### config.mk
export PLATFORM = sky130hd
export DESIGN_NAME = xc_trap_ctrl
export DESIGN_NICKNAME = d
export VERILOG_FILES = /design/src/rtl/xc_pkg.sv /design/src/rtl/xc_func_class.sv /design/src/rtl/xc_word_pack.sv /design/src/rtl/xc_trap_ctrl.sv
export SDC_FILE = /design/constraint.sdc
export NUM_CORES = 1
export LEC_CHECK = 0
export BUFFER_PORTS_ARGS = -buffer_cell sky130_fd_sc_hd__buf_2
export CAP_MARGIN = 20
export CORE_AREA = 3 3 108 110
export CTS_CLUSTER_DIAMETER = 150
export CTS_CLUSTER_SIZE = 30
export DETAILED_ROUTE_END_ITERATION = 10
export DIE_AREA = 0 0 111 113
export MAX_ROUTING_LAYER = met4
export PLACE_DENSITY_LB_ADDON = 0.1
export SYNTH_ARGS = -nofsm -noshare
export SYNTH_HDL_FRONTEND = slang
export SYNTH_SLANG_ARGS = --single-unit
### constraint.sdc
create_clock -name clk -period 2.15 [get_ports clk]
set_clock_uncertainty 0.2 [all_clocks]
set_input_delay 0.215 -clock clk [delete_from_list [all_inputs] [get_ports clk]]
set_output_delay 0.215 -clock clk [all_outputs]
set_load 0.05 [all_outputs]
### src/rtl/xc_pkg.sv
package xc_pkg;

    // Outcome chosen for one cycle of requests
    typedef enum logic [2:0] {
        CAUSE_NONE,
        CAUSE_HW,
        CAUSE_TRAP,
        CAUSE_NEST,
        CAUSE_RESUME
    } xc_cause_e;

endpackage

### src/rtl/xc_func_class.sv
module xc_func_class #(
    parameter int FUNC_W   = 7,
    parameter int IO_FIRST = 112,
    parameter int IO_LAST  = 119
) (
    input  logic [FUNC_W-1:0]      func,
    input  logic [(1<<FUNC_W)-1:0] hw_set,
    output logic                   is_io,
    output logic                   in_hw
);
    localparam int NFUNC = 1 << FUNC_W;

    logic [NFUNC-1:0] io_band;

    // Peripheral band is fixed at elaboration time
    for (genvar f = 0; f < NFUNC; f++) begin : g_band
        assign io_band[f] = (f >= IO_FIRST) && (f <= IO_LAST);
    end

    always_comb begin
        is_io = io_band[func];
        in_hw = hw_set[func] & ~io_band[func];
    end

endmodule

### src/rtl/xc_word_pack.sv
module xc_word_pack #(
    parameter int PC_W   = 15,
    parameter int FLAG_W = 3,
    parameter int WORD_W = 24
) (
    input  logic [PC_W-1:0]   pack_pc,
    input  logic [FLAG_W-1:0] pack_flags,
    output logic [WORD_W-1:0] pack_word,
    input  logic [WORD_W-1:0] unpack_word,
    output logic [PC_W-1:0]   unpack_pc,
    output logic [FLAG_W-1:0] unpack_flags
);
    localparam int GAP_W = WORD_W - PC_W - FLAG_W;

    always_comb begin
        pack_word    = {pack_flags, {GAP_W{1'b0}}, pack_pc};
        unpack_pc    = unpack_word[PC_W-1:0];
        unpack_flags = unpack_word[WORD_W-1 -: FLAG_W];
    end

endmodule

### src/rtl/xc_trap_ctrl.sv
module xc_trap_ctrl #(
    parameter int FUNC_W     = 7,
    parameter int PC_W       = 15,
    parameter int FLAG_W     = 3,
    parameter int WORD_W     = 24,
    parameter int AW         = 22,
    parameter int SAVE_OFS   = 8,
    parameter int IO_FIRST   = 112,
    parameter int IO_LAST    = 119,
    parameter int EXEC_ENTRY = 20
) (
    input  logic                   clk,
    input  logic                   rst_n,
    input  logic                   dec_valid,
    input  logic [FUNC_W-1:0]      dec_func,
    input  logic [PC_W-1:0]        dec_pc,
    input  logic [FLAG_W-1:0]      cur_flags,
    input  logic [(1<<FUNC_W)-1:0] hw_func_set,
    input  logic [AW-1:0]          datum,
    input  logic                   ret_valid,
    input  logic [WORD_W-1:0]      ret_word,
    output logic                   exec_mode,
    output logic                   hw_go,
    output logic                   st_req,
    output logic [AW-1:0]          st_addr,
    output logic [WORD_W-1:0]      st_data,
    output logic                   pc_redir,
    output logic [PC_W-1:0]        pc_target,
    output logic                   flags_load,
    output logic [FLAG_W-1:0]      flags_value,
    output logic                   trap_err
);
    import xc_pkg::*;

    localparam logic [AW-1:0]   OFS_V   = AW'(SAVE_OFS);
    localparam logic [PC_W-1:0] ENTRY_V = PC_W'(EXEC_ENTRY);
    localparam logic [PC_W-1:0] ONE_PC  = PC_W'(1);

    typedef struct packed {
        logic              exec;
        logic              hw_go;
        logic              st_req;
        logic [AW-1:0]     st_addr;
        logic [WORD_W-1:0] st_data;
        logic              redir;
        logic [PC_W-1:0]   tgt;
        logic              fl_ld;
        logic [FLAG_W-1:0] fl_val;
        logic              err;
    } ctl_t;

    ctl_t      ctl_d, ctl_q;
    xc_cause_e cause;

    logic              f_is_io, f_in_hw;
    logic [WORD_W-1:0] save_word;
    logic [PC_W-1:0]   ret_pc;
    logic [FLAG_W-1:0] ret_flags;

    xc_func_class #(
        .FUNC_W  (FUNC_W),
        .IO_FIRST(IO_FIRST),
        .IO_LAST (IO_LAST)
    ) class_i (
        .func  (dec_func),
        .hw_set(hw_func_set),
        .is_io (f_is_io),
        .in_hw (f_in_hw)
    );

    xc_word_pack #(
        .PC_W  (PC_W),
        .FLAG_W(FLAG_W),
        .WORD_W(WORD_W)
    ) pack_i (
        .pack_pc     (dec_pc),
        .pack_flags  (cur_flags),
        .pack_word   (save_word),
        .unpack_word (ret_word),
        .unpack_pc   (ret_pc),
        .unpack_flags(ret_flags)
    );

    // Resume outranks decode; resume outside supervisor mode is ignored
    always_comb begin
        if (ret_valid && ctl_q.exec)  cause = CAUSE_RESUME;
        else if (!dec_valid)          cause = CAUSE_NONE;
        else if (f_in_hw)             cause = CAUSE_HW;
        else if (ctl_q.exec)          cause = CAUSE_NEST;
        else                          cause = CAUSE_TRAP;
    end

    always_comb begin
        ctl_d        = ctl_q;
        ctl_d.hw_go  = 1'b0;
        ctl_d.st_req = 1'b0;
        ctl_d.redir  = 1'b0;
        ctl_d.fl_ld  = 1'b0;
        ctl_d.err    = 1'b0;
        unique case (cause)
            CAUSE_HW: begin
                ctl_d.hw_go = 1'b1;
            end
            CAUSE_TRAP: begin
                ctl_d.st_req  = 1'b1;
                ctl_d.st_addr = datum + OFS_V;
                ctl_d.st_data = save_word;
                ctl_d.redir   = 1'b1;
                ctl_d.tgt     = ENTRY_V;
                ctl_d.exec    = 1'b1;
            end
            CAUSE_NEST: begin
                ctl_d.err = 1'b1;
            end
            CAUSE_RESUME: begin
                ctl_d.redir  = 1'b1;
                ctl_d.tgt    = ret_pc + ONE_PC;
                ctl_d.fl_ld  = 1'b1;
                ctl_d.fl_val = ret_flags;
                ctl_d.exec   = 1'b0;
            end
            default: begin
            end
        endcase
    end

    always_ff @(posedge clk) begin
        if (!rst_n) begin
            ctl_q <= '0;
        end else begin
            ctl_q <= ctl_d;
        end
    end

    assign exec_mode   = ctl_q.exec;
    assign hw_go       = ctl_q.hw_go;
    assign st_req      = ctl_q.st_req;
    assign st_addr     = ctl_q.st_addr;
    assign st_data     = ctl_q.st_data;
    assign pc_redir    = ctl_q.redir;
    assign pc_target   = ctl_q.tgt;
    assign flags_load  = ctl_q.fl_ld;
    assign flags_value = ctl_q.fl_val;
    assign trap_err    = ctl_q.err;


    hw_quiet_chk: assert property (@(posedge clk) disable iff (!rst_n)
        hw_go |-> (!st_req && !pc_redir && !trap_err && $stable(exec_mode)));


    save_addr_chk: assert property (@(posedge clk) disable iff (!rst_n)
        st_req |-> (st_addr == $past(datum) + OFS_V));


    entry_jump_chk: assert property (@(posedge clk) disable iff (!rst_n)
        st_req |-> (pc_redir && pc_target == ENTRY_V && exec_mode && !$past(exec_mode)));


    nest_err_chk: assert property (@(posedge clk) disable iff (!rst_n)
        trap_err |-> (!st_req && !pc_redir && exec_mode && $past(exec_mode)));


    resume_exit_chk: assert property (@(posedge clk) disable iff (!rst_n)
        $fell(exec_mode) |-> (pc_redir && flags_load));


    resume_gate_chk: assert property (@(posedge clk) disable iff (!rst_n)
        flags_load |-> $past(exec_mode));

endmodule

### Yosys cells after proc, flatten, opt, wreduce, memory -nomap -nowiden

Memories as Yosys holds them, arrays and structs flattened.
Index checks and enable logic that the tools add are counted.

| cells by class | value |
|---|---|
| add/subtract/negate cells | 2 |
| order comparisons | 1 |
| eq/ne operators | 4 |
| mux-type cells | 13 |
| bitwise gates (word level) | 2 |
| reductions and logical operators | 2 |

Operators by type and width:

| kind | number |
|---|---|
| $mux 47 | 1 |
| $pmux 16 s2 | 1 |
| $add 22x4->22 const B | 1 |
| $add 15x1->15 const B | 1 |
| $lt 7x8->1 const B | 1 |
| $bmux 1 s7 | 1 |
| $eq 3x2->1 const B | 2 |
| $mux 1 | 5 |
| $mux 2 | 2 |
| $mux 4 | 1 |
| $eq 3x1->1 const B | 1 |
| $eq 3x3->1 const B | 1 |
| $mux 3 | 1 |
| $pmux 1 s2 | 1 |
| $reduce_bool 2->1 | 1 |
| $and 1x1->1 | 1 |
| $logic_and 1x1->1 | 1 |
| $not 1->1 | 1 |

| storage, ports and cells | value |
|---|---|
| bits in registers | 64 |
| bits in read-only memories | 128 |
| input bits | 203 |
| output and inout bits | 70 |
| logic and storage cells | 35 |
| memories kept | 1 |

Memories:

| memory | depth | width | rd ports | clocked after memory_dff | write ports | line | source |
|---|---|---|---|---|---|---|---|
| (name not given) | 128 | 1 | 1 | 0 | 0 | xc_func_class.sv:21 | `is_io = io_band[func];` |

### Logic depth before layout (Yosys ltp)

| depth | value |
|---|---|
| depth in word-level cells | 9 |
| mapped depth | 10 |
| depth with buffers taken out | 6 |

### Cells and area by module

A second synthesis with hierarchy kept.

| second synthesis, totals | value |
|---|---|
| cell total of the unflattened synthesis | 525 |
| area total of the unflattened synthesis | 4401.7 um^2 |

By module, submodules not included:

| module | times used | cells an instance | area an instance (um^2) | sequential area each (um^2) |
|---|---|---|---|---|
| xc_trap_ctrl | 1 | 347 | 2880.3 | 1401.3 |
| xc_func_class | 1 | 135 | 1202.4 | 0.0 |
| xc_word_pack | 1 | 43 | 319.1 | 0.0 |

### Worst setup path before layout

Ideal clock, no wire load.

| timing | value |
|---|---|
| path type | input-to-reg |
| start | in dec_func[1] |
| end | reg ctl_q, in the netlist st_data[10] |
| setup time | 0.072 ns |
| arrival time | 2.057 ns |
| required time | 1.878 ns |
| path slack | -0.179 ns |
| cell stages on the path | 9 |
| buffers on the path | 3 |
| path through | buf_4 -> mux4_2 -> mux2i_1 -> a21oi_1 -> o21ai_0 -> a32o_1 -> buf_6 -> buf_6 -> mux2i_1 |

| on the way | value |
|---|---|
| longest elaborated chain between the ends | 8 |
| elaborated cells between the ends (all ways) | 10 |
| those cells by class | eq/ne (1); mux (6); bitwise (2); memory (1) |

RTL lines:

| element | line | source |
|---|---|---|
| start, declared | xc_trap_ctrl.sv:15 | `input logic [FUNC_W-1:0] dec_func,` |
| $mem_v2 128x1 | -- |  |
| $mux 1 (not written as such) | xc_func_class.sv:22 | `in_hw = hw_set[func] & ~io_band[func];` |
| $not 1->1 | xc_func_class.sv:22 |  |
| $and 1x1->1 * | xc_func_class.sv:22 |  |
| $mux 2 * | xc_trap_ctrl.sv:88 | `else if (f_in_hw) cause = CAUSE_HW;` |
| $mux 2 * | xc_trap_ctrl.sv:87 | `else if (!dec_valid) cause = CAUSE_NONE;` |
| $mux 3 * | xc_trap_ctrl.sv:86 | `if (ret_valid && ctl_q.exec) cause = CAUSE_RESUME;` |
| $eq 3x2->1 * | xc_trap_ctrl.sv:100 | `unique case (cause)` |
| end signal, assigned | xc_trap_ctrl.sv:131 | `ctl_q <= ctl_d;` |
| end, declared | xc_trap_ctrl.sv:52 | `ctl_t ctl_d, ctl_q;` |

Every way passes the cells marked *; elsewhere a longest branch is shown, timed or not. The select of a mux whose other input is x is not followed.
A chain may end at the register's enable or synchronous reset.

### Worst setup path in the final report

| timing | value |
|---|---|
| start | in dec_func[1] |
| end | reg ctl_q, in the netlist st_addr[21] |

Same word-level chain as after synthesis.

==> summary.md <==
| Metric | Value |
|---|---|
| Adder-cell share of the synthesized area | 0.6154% |
| Post-DP HPWL | between 10000 and 15000 um |
| Worst setup SP type | primary input |
| Cell Rows | 38 |
| TritonCTS clock tree | done |
| Endpoints failing hold | 0 |
| # diodes | 0 |
| Mean Syn Cell Area | 9.370 um2 |
| Wire per inst | 15.82 um |
| Min setup slack post-route | -0.03393 ns |
| Initial cell density of the core | 37.68% |
| Worst slack, placed | -0.5349 ns |
| Setup Viol. Count Final | 11 |
| Max-slew violations | 0 |
| Worst-Margin Slew | around 0.80 ns |
| Synth cell types | 42 |
| Yosys warnings | 0 |
| Final RePlAce weighted congestion | 0.9364 |
| Post-route clock period utilization | 101.6% |
| Synth Area in Simple Gates | 18.68% |
| Routed Antenna Nets | 0 |
| Full die area | 0.01254 mm2 |
| Seq/Total Area, Yosys | 31.51% |
| Chip width | 111 um |
| Area leader, netlist | dfxtp_1 |
| Area share of the largest cell type after synthesis | approximately a third |
| Top FF cell, synth | dfxtp_1 |
| Clock net sink count | 64 |
| Failing checks | setup timing |
| Synthesized area | around 0.004 mm2 |
| Post-synthesis mux area share | 29.17% |
| Iteration-0 DRC Markers | 260 |
| PortBufs | between 200 and 300 |
| IO Pins | 273 |
| Core ar. | roughly 0.011 mm2 |
| Chip height | 113 um |
| Via count | 4467 |
| Xor/xnor cell area share of the yosys netlist | under 10% |
| Vias in the first global route | 4520 |
| F_max | 457.9 MHz |
| DR vias/cell | 4.997 |
| Largest family of logic cells by synthesized area | multiplexers |
| Pre-Repair DR Iteration Count | 6 |
| CP Capture Type | flip-flop |
| Placed cells | 818 |
| Largest net degree at the start of global routing | between 80 and 90 |
| Post-Synthesis Cells | 434 |
| Placed cell area | 0.005532 mm2 |
| Worst-Skew Late Latency | 0.34 ns |
| Final Util | 60.43% |
| First-pass GRT wire length | 22110 um |
| Total CTS buffers | 9 |
| Synth Register Bits | 64 |
| Most frequent cell after synthesis | nand2_1 |
| H-Tree Depth | 3 |
| Initial antenna violation count | 0 |
| Pleak | 3.141 nW |
| CP max FO | 8 |
| Hold Path Class | in -> reg |
| P per Cell Area | 557.1 mW/mm2 |
| DR DRC count | 0 |
| Longest Clk Path Bufs | 2 |
| Post-synth top cells | nand2_1, dfxtp_1, mux2i_1, nand3_1, mux4_2 |
| Share of cells above drive strength 1 | 46.02% |
| Outcome | finished with violations |
| Crit path DAT | 2.25 ns |
| Design area | 0.006523 mm2 |
| Total Power | approximately 0.0036 W |
| Min Tclk post-route | 2.184 ns |
| CTS root buffer | clkbuf_8 |
| Number of synthesized flops with an enable pin | 0 |
| Worst vdd ir | 538.2 uV |
| Top post-synthesis cells by area | dfxtp_1, mux4_2, mux2i_1 |
| Crit Path Class | in -> reg |
| RSZ-0062 raised after global routing | true |
| Clock transition at path regs | 0.07 ns |
| Normalized max-slew margin | 46.45% |
| Post-layout nets | 954 |
| GRT Total Usage | approximately 22% |
| P&R area growth vs syn | 60.40% |
| # Max-Cap Violations | 0 |
| Compound-gate portion of the synthesized area | 6.646% |
| Required time worst endpoint | 2.22 ns |
| Routed Wire Length | 14140 um |
| Fraction of registers with async set/reset | 0% |
| Total grt overflow | 0 |
| Cell Count, Final, Fillers Out | just under 900 |
-- repair_timing --
item	4_1_cts	5_1_grt
setup endpoints to repair	53	53
pin swaps	3	2
setup buffers	5	5
resized for setup	16	14
endpoints found under the hold margin	45	0
hold buffers	47	0
cloned	2	3
-- critical path: stages --
cell and delay [ns]:
buf_12 0.11, buf_12 0.14, mux4_2 0.32, mux2i_1 0.07
buf_4 0.15, a221oi_4 0.29, a22oi_2 0.10, buf_4 0.16
a32oi_4 0.20, buf_12 0.15, clkbuf_16 0.16, mux2i_1 0.17
-- power by group --
part | switching, W | internal [W]
registers | 0.0000417 | 0.00127
clock network | 0.000507 | 0.000453
logic | 0.000749 | 0.000615
-- layer usage --
metal	part of all wire [%]	wire [um]	vias up	global-route usage, %
li1	-	-	2177	-
met2	52	7303	174	39.60
met5	0	0	-	-
met4	2.2	312	0	5.337
met1	39	5543	2093	24.93
met3	7.0	983	23	5.989
-- worst paths after layout --
kind                            startpoint                  endpoint  slack [ns]  cells past startpoint
setup / recovery               dec_func[1]  st_addr[21]$_SDFFE_PN0N_       -0.03                     12
setup reg to reg    exec_mode$_SDFFE_PN0P_   st_addr[2]$_SDFFE_PN0N_        0.29                      5
hold / removal                   datum[21]  st_addr[21]$_SDFFE_PN0N_        0.02                      4
hold reg to reg   st_data[22]$_SDFFE_PN0N_  st_data[22]$_SDFFE_PN0N_        0.26                      2
-- area by class of cell --
type                    instances  area, um2
fillers                       966       4270
multi-input cells             331       2630
repair buffers                334       2222
flip-flops and latches         64       1281
well taps                     140      175.2
clock buffers                  10      137.6
clock inverters                 6      42.54
inverters                       9      33.78
-- cell families (layout without fill, tap and decap cells) --
kind of cell	Yosys count	in the layout
other	1	6
flip-flops	64	64
adder cells (fa/ha/maj)	2	2
buffers and inverters	44	359
AO/OA/AOI/OAI	39	39
AND/OR/NAND/NOR	171	171
XOR/XNOR	30	30
multiplexers	83	83
-- metrics by stage --
stage	setup TNS, ns	hold WS, ns
after CTS	-0.1037	0.0003010
after floorplan	-2.982	0.1093
after global routing	-2.814	0.01718
final	-0.2107	0.01957
after global placement	-24.18	0.2399
after detailed placement	-26.61	0.2419
-- state kept, by name, summed over array words and instances (netlist names) --
name / count
exec_mode: 1
flags_load: 1
flags_value: 3
hw_go: 1
pc_redir: 1
pc_target: 15
st_addr: 22
st_data: 18
st_req: 1
trap_err: 1
-- cells in the final DEF, fill, tap and decap left out, drive strengths merged, types with 5 or more instances in the layout --
cell / synthesis / layout
mux4: 28 / 28
o22ai: 12 / 12
nor2: 13 / 13
clkbuf: 15 / 13
buf: 20 / 284
xnor2: 14 / 14
dfxtp: 64 / 64
nor3: 9 / 9
inv: 9 / 11
a21oi: 10 / 10
dlygate4sd3: 0 / 47
and3: 5 / 5
xor2: 16 / 16
nand2: 96 / 96
conb: 1 / 6
nand3: 30 / 30
mux2i: 54 / 54
Power figures use the tool's default switching activity.
